[config.mk]
export PLATFORM = sky130hd
export DESIGN_NAME = opfetch_unit
export DESIGN_NICKNAME = d
export VERILOG_FILES = /design/src/rtl/opf_pkg.sv /design/src/rtl/opf_regfile.sv /design/src/rtl/opf_agu.sv /design/src/rtl/opf_seq.sv /design/src/rtl/opfetch_unit.sv
export SDC_FILE = /design/constraint.sdc
export NUM_CORES = 1
export LEC_CHECK = 0
export CORE_MARGIN = 3
export CORE_UTILIZATION = 65
export CTS_CLUSTER_DIAMETER = 50
export DETAILED_ROUTE_END_ITERATION = 7
export DONT_BUFFER_PORTS = 1
export HOLD_SLACK_MARGIN = 0.03
export PLACE_DENSITY = 0.85
export SKIP_LAST_GASP = 1
export SLEW_MARGIN = 5
export SYNTH_ARGS = -nofsm -noshare
export SYNTH_HDL_FRONTEND = slang
export SYNTH_HIERARCHICAL = 1
export SYNTH_SLANG_ARGS = --single-unit
[constraint.sdc]
create_clock -name clk -period 11.7 [get_ports clk]
set_input_delay 0.585 -clock clk [delete_from_list [all_inputs] [get_ports clk]]
set_output_delay 0.585 -clock clk [all_outputs]
set_load 0.005 [all_outputs]
[src/rtl/opf_pkg.sv]
package opf_pkg;

   localparam logic [3:0] MD_REG     = 4'd0;
   localparam logic [3:0] MD_IMM     = 4'd1;
   localparam logic [3:0] MD_DISP    = 4'd2;
   localparam logic [3:0] MD_RIND    = 4'd3;
   localparam logic [3:0] MD_IDX     = 4'd4;
   localparam logic [3:0] MD_ABS     = 4'd5;
   localparam logic [3:0] MD_MIND    = 4'd6;
   localparam logic [3:0] MD_POSTINC = 4'd7;
   localparam logic [3:0] MD_PREDEC  = 4'd8;
   localparam logic [3:0] MD_SCALED  = 4'd9;

   typedef enum logic [2:0] {
      ST_IDLE,
      ST_PRE,
      ST_REQ,
      ST_WAIT,
      ST_EXEC
   } seq_state_e;

   function automatic logic mode_legal(input logic [3:0] m);
      return m <= MD_SCALED;
   endfunction

   function automatic logic mode_no_mem(input logic [3:0] m);
      return (m == MD_REG) || (m == MD_IMM);
   endfunction

endpackage

[src/rtl/opf_regfile.sv]
module opf_regfile #(
   parameter int NREGS = 8,
   parameter int DW    = 32,
   localparam int IW   = $clog2(NREGS)
) (
   input  logic          clk,
   input  logic          rst_n,
   input  logic [IW-1:0] rd_idx,
   input  logic [IW-1:0] rb_idx,
   input  logic [IW-1:0] ri_idx,
   output logic [DW-1:0] rd_val,
   output logic [DW-1:0] rb_val,
   output logic [DW-1:0] ri_val,
   input  logic          wb_en,
   input  logic [IW-1:0] wb_idx,
   input  logic [DW-1:0] wb_dat,
   input  logic          wd_en,
   input  logic [IW-1:0] wd_idx,
   input  logic [DW-1:0] wd_dat
);

   generate
      if (NREGS < 2 || (NREGS & (NREGS - 1)) != 0) begin : g_bad_nregs
         $error("opf_regfile: NREGS must be a power of two, at least 2");
      end
      if (DW < 8) begin : g_bad_dw
         $error("opf_regfile: DW too small");
      end
   endgenerate

   logic [DW-1:0] regs [NREGS];

   always_ff @(posedge clk or negedge rst_n) begin
      if (!rst_n) begin
         for (int k = 0; k < NREGS; k++) regs[k] <= '0;
      end else begin
         for (int k = 0; k < NREGS; k++) begin
            if (wd_en && wd_idx == IW'(k))
               regs[k] <= wd_dat;
            else if (wb_en && wb_idx == IW'(k))
               regs[k] <= wb_dat;
         end
      end
   end

   assign rd_val = regs[rd_idx];
   assign rb_val = regs[rb_idx];
   assign ri_val = regs[ri_idx];

   logic          coll_q;
   logic [IW-1:0] coll_idx_q;
   logic [DW-1:0] coll_dat_q;

   always_ff @(posedge clk or negedge rst_n) begin
      if (!rst_n) begin
         coll_q     <= 1'b0;
         coll_idx_q <= '0;
         coll_dat_q <= '0;
      end else begin
         coll_q     <= wd_en && wb_en && (wd_idx == wb_idx);
         coll_idx_q <= wd_idx;
         coll_dat_q <= wd_dat;
      end
   end


   dest_wins_chk: assert property (@(posedge clk) disable iff (!rst_n)
      coll_q |-> (regs[coll_idx_q] == coll_dat_q));

endmodule

[src/rtl/opf_agu.sv]
module opf_agu #(
   parameter int DW         = 32,
   parameter int DISPW      = 16,
   parameter int ELEM_BYTES = 4
) (
   input  logic [3:0]       mode,
   input  logic [DW-1:0]    base,
   input  logic [DW-1:0]    index,
   input  logic [DISPW-1:0] disp,
   input  logic [DW-1:0]    abs_addr,
   output logic [DW-1:0]    ea
);
   import opf_pkg::*;

   localparam int ESHIFT = (ELEM_BYTES > 1) ? $clog2(ELEM_BYTES) : 0;
   localparam bit EPOW2  = (ELEM_BYTES & (ELEM_BYTES - 1)) == 0;

   generate
      if (ELEM_BYTES < 1) begin : g_bad_elem
         $error("opf_agu: ELEM_BYTES must be positive");
      end
      if (DISPW < 1 || DISPW >= DW) begin : g_bad_disp
         $error("opf_agu: DISPW must be between 1 and DW-1");
      end
   endgenerate

   logic [DW-1:0] disp_x;
   logic [DW-1:0] scaled;

   assign disp_x = {{(DW - DISPW){disp[DISPW-1]}}, disp};

   generate
      if (EPOW2) begin : g_shift_scale
         assign scaled = index << ESHIFT;
      end else begin : g_mul_scale
         assign scaled = index * DW'(ELEM_BYTES);
      end
   endgenerate

   always_comb begin
      unique case (mode)
         MD_DISP:   ea = base + disp_x;
         MD_IDX:    ea = base + index;
         MD_ABS:    ea = abs_addr;
         MD_SCALED: ea = base + disp_x + scaled;
         default:   ea = base;
      endcase
   end

endmodule

[src/rtl/opf_seq.sv]
module opf_seq #(
   parameter int NREGS      = 8,
   parameter int DW         = 32,
   parameter int DISPW      = 16,
   parameter int ELEM_BYTES = 4,
   localparam int IW        = $clog2(NREGS)
) (
   input  logic             clk,
   input  logic             rst_n,
   input  logic             start,
   input  logic [3:0]       mode_in,
   input  logic [IW-1:0]    rd_in,
   input  logic [IW-1:0]    rb_in,
   input  logic [IW-1:0]    ri_in,
   input  logic [DISPW-1:0] disp_in,
   input  logic [DW-1:0]    const_in,
   output logic [3:0]       mode_q,
   output logic [IW-1:0]    rd_q,
   output logic [IW-1:0]    rb_q,
   output logic [IW-1:0]    ri_q,
   output logic [DISPW-1:0] disp_q,
   output logic [DW-1:0]    const_q,
   input  logic [DW-1:0]    rd_val,
   input  logic [DW-1:0]    rb_val,
   input  logic [DW-1:0]    ea,
   output logic             wb_en,
   output logic [DW-1:0]    wb_dat,
   output logic             wd_en,
   output logic [DW-1:0]    wd_dat,
   output logic             mem_req,
   output logic [DW-1:0]    mem_addr,
   input  logic             mem_rvalid,
   input  logic [DW-1:0]    mem_rdata,
   output logic             busy,
   output logic             done,
   output logic             illegal
);
   import opf_pkg::*;

   localparam logic [DW-1:0] STEP = DW'(ELEM_BYTES);

   seq_state_e    state, nstate;
   logic          second_q;
   logic [DW-1:0] ptr_q;
   logic [DW-1:0] opnd_q;
   logic          done_q, ill_q;
   logic [DW-1:0] operand;

   always_comb begin
      nstate = state;
      unique case (state)
         ST_IDLE:
            if (start && mode_legal(mode_in)) begin
               if (mode_in == MD_PREDEC)      nstate = ST_PRE;
               else if (mode_no_mem(mode_in)) nstate = ST_EXEC;
               else                           nstate = ST_REQ;
            end
         ST_PRE:  nstate = ST_REQ;
         ST_REQ:  nstate = ST_WAIT;
         ST_WAIT:
            if (mem_rvalid)
               nstate = (mode_q == MD_MIND && !second_q) ? ST_REQ : ST_EXEC;
         ST_EXEC: nstate = ST_IDLE;
         default: nstate = ST_IDLE;
      endcase
   end

   always_ff @(posedge clk or negedge rst_n) begin
      if (!rst_n) begin
         state    <= ST_IDLE;
         mode_q   <= '0;
         rd_q     <= '0;
         rb_q     <= '0;
         ri_q     <= '0;
         disp_q   <= '0;
         const_q  <= '0;
         second_q <= 1'b0;
         ptr_q    <= '0;
         opnd_q   <= '0;
         done_q   <= 1'b0;
         ill_q    <= 1'b0;
      end else begin
         state  <= nstate;
         done_q <= (state == ST_EXEC);
         ill_q  <= (state == ST_IDLE) && start && !mode_legal(mode_in);
         if (state == ST_IDLE && start && mode_legal(mode_in)) begin
            mode_q   <= mode_in;
            rd_q     <= rd_in;
            rb_q     <= rb_in;
            ri_q     <= ri_in;
            disp_q   <= disp_in;
            const_q  <= const_in;
            second_q <= 1'b0;
         end
         if (state == ST_WAIT && mem_rvalid) begin
            if (mode_q == MD_MIND && !second_q) begin
               ptr_q    <= mem_rdata;
               second_q <= 1'b1;
            end else begin
               opnd_q <= mem_rdata;
            end
         end
      end
   end

   always_comb begin
      unique case (mode_q)
         MD_REG:  operand = rb_val;
         MD_IMM:  operand = const_q;
         default: operand = opnd_q;
      endcase
   end

   // Base update: pre-step in ST_PRE, post-step alongside the result.
   always_comb begin
      wb_en  = 1'b0;
      wb_dat = rb_val + STEP;
      if (state == ST_PRE) begin
         wb_en  = 1'b1;
         wb_dat = rb_val - STEP;
      end else if (state == ST_EXEC && mode_q == MD_POSTINC) begin
         wb_en  = 1'b1;
      end
   end

   assign wd_en    = (state == ST_EXEC);
   assign wd_dat   = rd_val + operand;
   assign mem_req  = (state == ST_REQ);
   assign mem_addr = second_q ? ptr_q : ea;
   assign busy     = (state != ST_IDLE);
   assign done     = done_q;
   assign illegal  = ill_q;


   done_pulse_chk: assert property (@(posedge clk) disable iff (!rst_n)
      done |=> !done);


   illegal_quiet_chk: assert property (@(posedge clk) disable iff (!rst_n)
      illegal |-> (!busy && !mem_req && !done));


   no_mem_simple_chk: assert property (@(posedge clk) disable iff (!rst_n)
      mem_req |-> !mode_no_mem(mode_q));


   single_req_chk: assert property (@(posedge clk) disable iff (!rst_n)
      mem_req |=> !mem_req);


   predec_then_req_chk: assert property (@(posedge clk) disable iff (!rst_n)
      (state == ST_PRE) |=> mem_req);


   postinc_write_chk: assert property (@(posedge clk) disable iff (!rst_n)
      (wb_en && state == ST_EXEC) |-> (mode_q == MD_POSTINC && wd_en));

endmodule

[src/rtl/opfetch_unit.sv]
module opfetch_unit #(
   parameter int NREGS      = 8,
   parameter int DW         = 32,
   parameter int DISPW      = 16,
   parameter int ELEM_BYTES = 4,
   localparam int IW        = $clog2(NREGS)
) (
   input  logic             clk,
   input  logic             rst_n,
   input  logic             start,
   input  logic [3:0]       mode_in,
   input  logic [IW-1:0]    rd_sel,
   input  logic [IW-1:0]    rb_sel,
   input  logic [IW-1:0]    ri_sel,
   input  logic [DISPW-1:0] disp_in,
   input  logic [DW-1:0]    const_in,
   output logic             busy,
   output logic             done,
   output logic             illegal,
   output logic             mem_req,
   output logic [DW-1:0]    mem_addr,
   input  logic             mem_rvalid,
   input  logic [DW-1:0]    mem_rdata
);

   logic [3:0]       mode_q;
   logic [IW-1:0]    rd_q, rb_q, ri_q;
   logic [DISPW-1:0] disp_q;
   logic [DW-1:0]    const_q;
   logic [DW-1:0]    rd_val, rb_val, ri_val, ea;
   logic             wb_en, wd_en;
   logic [DW-1:0]    wb_dat, wd_dat;

   opf_regfile #(.NREGS(NREGS), .DW(DW)) u_rf (
      .clk    (clk),
      .rst_n  (rst_n),
      .rd_idx (rd_q),
      .rb_idx (rb_q),
      .ri_idx (ri_q),
      .rd_val (rd_val),
      .rb_val (rb_val),
      .ri_val (ri_val),
      .wb_en  (wb_en),
      .wb_idx (rb_q),
      .wb_dat (wb_dat),
      .wd_en  (wd_en),
      .wd_idx (rd_q),
      .wd_dat (wd_dat)
   );

   opf_agu #(.DW(DW), .DISPW(DISPW), .ELEM_BYTES(ELEM_BYTES)) u_agu (
      .mode     (mode_q),
      .base     (rb_val),
      .index    (ri_val),
      .disp     (disp_q),
      .abs_addr (const_q),
      .ea       (ea)
   );

   opf_seq #(.NREGS(NREGS), .DW(DW), .DISPW(DISPW), .ELEM_BYTES(ELEM_BYTES)) u_seq (
      .clk        (clk),
      .rst_n      (rst_n),
      .start      (start),
      .mode_in    (mode_in),
      .rd_in      (rd_sel),
      .rb_in      (rb_sel),
      .ri_in      (ri_sel),
      .disp_in    (disp_in),
      .const_in   (const_in),
      .mode_q     (mode_q),
      .rd_q       (rd_q),
      .rb_q       (rb_q),
      .ri_q       (ri_q),
      .disp_q     (disp_q),
      .const_q    (const_q),
      .rd_val     (rd_val),
      .rb_val     (rb_val),
      .ea         (ea),
      .wb_en      (wb_en),
      .wb_dat     (wb_dat),
      .wd_en      (wd_en),
      .wd_dat     (wd_dat),
      .mem_req    (mem_req),
      .mem_addr   (mem_addr),
      .mem_rvalid (mem_rvalid),
      .mem_rdata  (mem_rdata),
      .busy       (busy),
      .done       (done),
      .illegal    (illegal)
   );

endmodule

---- After elaboration in Yosys (flattened, before gate mapping) ----
Cells that the tools add are included.
storage, ports and cells
  bits in registers ....................... 387
  input bits .............................. 97
  output and inout bits ................... 36
  logic and storage cells ................. 146
operators by class
  add/subtract/negate cells ............... 6
  order comparisons ....................... 4
  eq/ne operators ......................... 29
  mux-type cells .......................... 40
  bitwise gates (word level) .............. 4
  reductions and logical operators ........ 43
operators by type and width
  operator               count
  $mux 32                24
  $bmux 32 s3            3
  $add 32x32->32         4
  $pmux 32 s4            1
  $pmux 32 s2            1
  $add 32x3->32 const B  1
  $sub 32x3->32 const B  1
  $eq 3x3->1 const B     9
  $logic_and 1x1->1      23
  $eq 3x2->1 const B     6
  $eq 4x3->1 const B     4
  $reduce_bool 2->1      8
  $mux 3                 5
  $ge 4x4->1 const B     3
  $not 3->4              3
  $pmux 3 s4             1
  $eq 3x1->1 const B     3
  $logic_not 3->1        3
  $eq 4x1->1 const B     2
  $eq 4x4->1 const B     2
  $logic_not 4->1        2
  $reduce_and 2->1       3
  $mux 1                 5
  $eq 4x2->1 const B     1
  7 further kinds        8

---- Depth between registers and ports, before layout ----
  depth after elaboration ................. 8
  depth in mapped cells ................... 26
  depth with buffers taken out ............ 24

---- Modules after synthesis ----
The synthesis kept the hierarchy.
modules (own cells, without submodules)
  module       instances  cells an instance  area an instance (um^2)  seq. area each (um^2)
  opf_regfile  1          1534               18411.4                  6406.1
  opf_seq      1          932                9300.2                   3278.1
  opf_agu      1          865                5925.7                   0.0

---- Worst setup path before layout ----
Ideal clock, no wire load.
  kind .................................... register to output
  start ................................... register u_seq.rb_q[0]
  end ..................................... output mem_addr[31]
  data arrival time ....................... 5491 ps
  slack ................................... 5624 ps
  stages on the path, launching flop included .. 25
  buffers on the path ..................... 2
  cell sequence ........................... dfrtp_1 buf_6 buf_6 mux4_2 mux2_2 ha_1 inv_1 fa_1 nor2b_1 o2111ai_1 nand3_1 a41oi_1 o211ai_1 a21oi_1 o21ai_0 xnor2_1 ha_1 or2_2 a211oi_1 a21oi_1 mux2i_1 or4_4 o311a_1 a31oi_1 mux2_2
between the ends
  cells in the longest elaborated chain, start to end .. 8
  elaborated cells between the ends (all ways) .. 9
  those cells by class .................... 3 x add/sub; 5 x mux; 1 x bitwise
RTL lines
  what                                             line                          text
  start: declaration                               opf_seq.sv:19                 output logic [IW-1:0] rb_q,
  start signal: assignment                         opf_seq.sv:89                 rb_q <= rb_in;
  $not 3->4 (not written as such) (*)              opf_regfile.sv:47             assign rb_val = regs[rb_idx];
  $bmux 32 s3 (*)                                  opf_regfile.sv:47
  $mux 32 (not written as such) (*) (2 in series)  opf_regfile.sv:47
  named net rb_val[0]                              opfetch_unit.sv:30            logic [DW-1:0] rd_val, rb_val, ri_val, ea;
  $add 32x32->32                                   opf_agu.sv:42, opf_agu.sv:45
  $add 32x32->32                                   opf_agu.sv:45                 MD_SCALED: ea = base + disp_x + scaled;
  $pmux 32 s4 (*)                                  opf_agu.sv:41                 unique case (mode)
  named net ea[31]                                 opfetch_unit.sv:30
  $mux 32 (*)                                      opf_seq.sv:129                assign mem_addr = second_q ? ptr_q : ea;
  end: declaration                                 opfetch_unit.sv:21            output logic [DW-1:0] mem_addr,
The timed path passes the listed nets; every way through them passes the cells marked *. The select of a mux whose other input is x is not followed.

---- Worst setup path in the final report ----
  start ................................... register u_seq.rb_q[1]
  end ..................................... output mem_addr[31]
Same word-level chain as after synthesis.

==> flow_summary.json <==
{
  "layout-drive-gt1-share_pct": 16.1,
  "numCtsBuffers": 48,
  "ys.warnings.count": 6,
  "drv.max_cap_violation_count": 0,
  "crit-reg2reg-launch": "u_seq/rb_q[0]",
  "route.detailed.wl_per_inst_um": 29.2,
  "grt_overflow_total": 0,
  "r2r_setup_slack_ps": 5690,
  "timing.critical_path.max_delay_family": "compound AO/OA/AOI/OAI gates",
  "critPathMaxFanout": 57,
  "crit_path_top_delay_cell": "buf_4",
  "grt_pass1_wl_um": 169000,
  "grt.met2_usage_pct": 63.1,
  "clkLatencyLatePin_ps": 620,
  "worst_slew_pin_slew_ps": 1270,
  "max_slew_headroom_pct": 13.4,
  "clock-skew-final_ps": 30.3,
  "post-route-util_pct": 69.4,
  "grt-busiest-layer": "met2",
  "rsz0062_at_grt": "no",
  "hold_path_class": "in2reg",
  "die_area_sq_um": 54500,
  "viasPerCell": 7.59,
  "worst_setup_hold_path_clk_slew_ps": 60,
  "cp_data_required_time_ps": 11120,
  "ys_seq_elements": 387,
  "startpoint_class_of_the_critical_path": "register",
  "syn-cell-area_sq_um": 33600,
  "synth.yosys.seq_area_share_pct": 28.8,
  "timing.fmax_mhz": 119,
  "antenna_found_initial": 8,
  "end_kind": "primary output",
  "fin_setup_tns_ps": 0,
  "synth_enable_flop_cells": 0,
  "place_congestion": 1.10,
  "rr_worst_depth": 15,
  "cts-root-buf": "clkbuf_16",
  "floorplan_die_width_um": 233,
  "dr_total_vias": 29242,
  "cts_num_sinks": 387,
  "syn2layout_area_growth_pct": 4.55,
  "dominantRegCellSynth": "dfrtp_1",
  "crit_arrival_ps": 7830,
  "crit_buf_inv": 2,
  "floorplan.rows": 82,
  "grtUsageMet3_pct": 13.2,
  "grt.met1_usage_pct": 51.2,
  "setup_viol": 0,
  "die_h_um": 233,
  "netlist_instances": 3331,
  "avgSynthCellArea_sq_um": 10.1,
  "track_usage_pct": 40.6,
  "crit_type": "reg2out",
  "worst_setup_path_startpoint": "u_seq/rb_q[1]",
  "initial_utilization_pct": 66.4,
  "async_flop_share_pct": 100,
  "final-hold-violation-count": 0,
  "grt_max_degree": 388,
  "drcViolationCount": 0,
  "drt_wl_total_um": 113000,
  "bufs_on_longest_clock_path": 3,
  "critical_path_cell_count": 21,
  "cts_max_level": 2,
  "design.core.area_sq_um": 50700,
  "top_level_ports": 133,
  "detail_route.first_pass.iterations": 6,
  "n_fill_cell": 3535,
  "hpwlAfterDp_um": 74700,
  "cts_tree": "built",
  "worst_stage_delay_on_the_critical_path_ps": 800,
  "final_min_period_over_clock_period_pct": 72.0,
  "grt_pass1_vias": 28857,
  "slew_violations": 0,
  "finalNetCount": 3399,
  "detail-route-antenna-nets": 0,
  "drt-initial-drc-count": 4789,
  "crit_path_end": "mem_addr[31]",
  "run_status": "finished, final reports clean",
  "path_cells": "buf_4 > mux4_1 > mux2_2 > ha_1 > o21ai_0 > o21ai_1 > a31oi_2 > o21ai_1 > a31oi_1 > o21a_1 > o21ai_0 > xnor2_1 > inv_1 > ha_1 > a21boi_0 > nand3_2 > and4b_1 > or4_4 > o311a_1 > a31oi_1 > mux2_2",
  "reg2reg_end": "u_rf/regs[153]",
  "synth_cell_type_count": 96,
  "numPortBuffers": 0,
  "synth_fp_nets": 3587,
  "finalCriticalPeriod_ps": 8420
}
[through the flow]
stage          instances  hold WS, ps  setup slack, ps  cell area, sq um
2_1_floorplan       3331          289             5620             33600
3_3_place_gp        3761          297             4150             33400
3_5_place_dp        3761          298             4070             33400
4_1_cts             3849          106             3380             35100
5_1_grt             3852          115             3070             35200
6_report            3854          121             3280             35200
[kinds of logic after synthesis]
| family | after synthesis | synth area share, % |
|---|---|---|
| AO/OA/AOI/OAI | 847 | 15.3 |
| multiplexers | 741 | 31.5 |
| AND/OR/NAND/NOR | 733 | 9.98 |
| flip-flops | 387 | 28.8 |
| buffers and inverters | 335 | 5.04 |
| adder cells (fa/ha/maj) | 159 | 6.03 |
| XOR/XNOR | 129 | 3.36 |
[layout by cell type, fill, tap and decap left out, drive strengths merged, types with 24 or more instances in the layout]
master,count
dfrtp,387
nand3,50
a21o,67
buf,48
inv,56
mux4,192
o21ai,229
mux2i,296
ha,154
o211ai,24
mux2,253
clkbuf,60
nor2,262
xor2,55
nand2,253
nand4,25
a31oi,32
nor3,29
xnor2,74
a21oi,312
[flip-flops by register name (all words and copies together), names as in the netlist]
| name | flops |
|---|---|
| u_seq/opnd_q | 32 |
| u_seq/rb_q | 3 |
| u_seq/ptr_q | 32 |
| u_seq/disp_q | 16 |
| u_rf/regs | 256 |
| u_seq/const_q | 32 |
| u_seq/done | 1 |
| u_seq/rd_q | 3 |
| u_seq/illegal | 1 |
| u_seq/ri_q | 3 |
| u_seq/second_q | 1 |
| u_seq/state | 3 |
| u_seq/mode_q | 4 |
[cells in the mapped netlist, types with 31 or more instances]
cell type / number / share of area, %
mux2_2: 248 / 8.3
nand3_1: 49 / 0.73
mux4_1: 120 / 9.4
o21ai_1: 36 / 0.54
o21ai_0: 193 / 2.9
mux4_2: 72 / 4.8
nor2_1: 262 / 2.9
inv_1: 48 / 0.54
a31oi_1: 31 / 0.58
buf_1: 54 / 0.60
buf_6: 38 / 1.3
nand2_1: 253 / 2.8
buf_2: 85 / 1.3
ha_1: 154 / 5.7
mux2i_1: 296 / 8.8
a21oi_1: 310 / 4.6
a21o_1: 65 / 1.5
clkbuf_1: 98 / 1.1
xnor2_1: 74 / 1.9
dfrtp_1: 387 / 29
xor2_1: 55 / 1.4
[layout make-up]
cell class,count,area (sq um),share of cell area [%]
diodes,2,5.00,0.0142
clock buffers,60,1350,3.83
clock inverters,27,295,0.840
inverters,48,180,0.512
multi-input cells,2609,22400,63.6
flip-flops and latches,387,9700,27.6
well taps,672,841,2.39
repair buffers,49,430,1.22
[how the worst min path moves through the flow]
stage	from	to	depth (start not counted)
3_5_place_dp	rst_n	u_seq/second_q	0
6_report	ri_sel[1]	u_seq/ri_q[1]	1
2_1_floorplan	rst_n	u_rf/regs[0]	0
5_1_grt	disp_in[8]	u_seq/disp_q[8]	1
4_1_cts	mem_rdata[27]	u_seq/ptr_q[27]	1
3_3_place_gp	rst_n	u_seq/second_q	0
[per-layer routing]
metal | vias to the layer above | wire length [um]
met5 | - | 101
met4 | 14 | 6420
met3 | 563 | 16600
met2 | 2347 | 49900
met1 | 14134 | 39600
li1 | 12184 | -
[what timing repair did]
item,4_1_cts,5_1_grt
hold endpoints to repair,387,93
buffers inserted,0,0
hold buffers,1,1
resized for setup,0,0
Power is left out: the tool's default activity adds up to more than one toggle a clock period on the data nets, which glitch-free logic cannot reach.
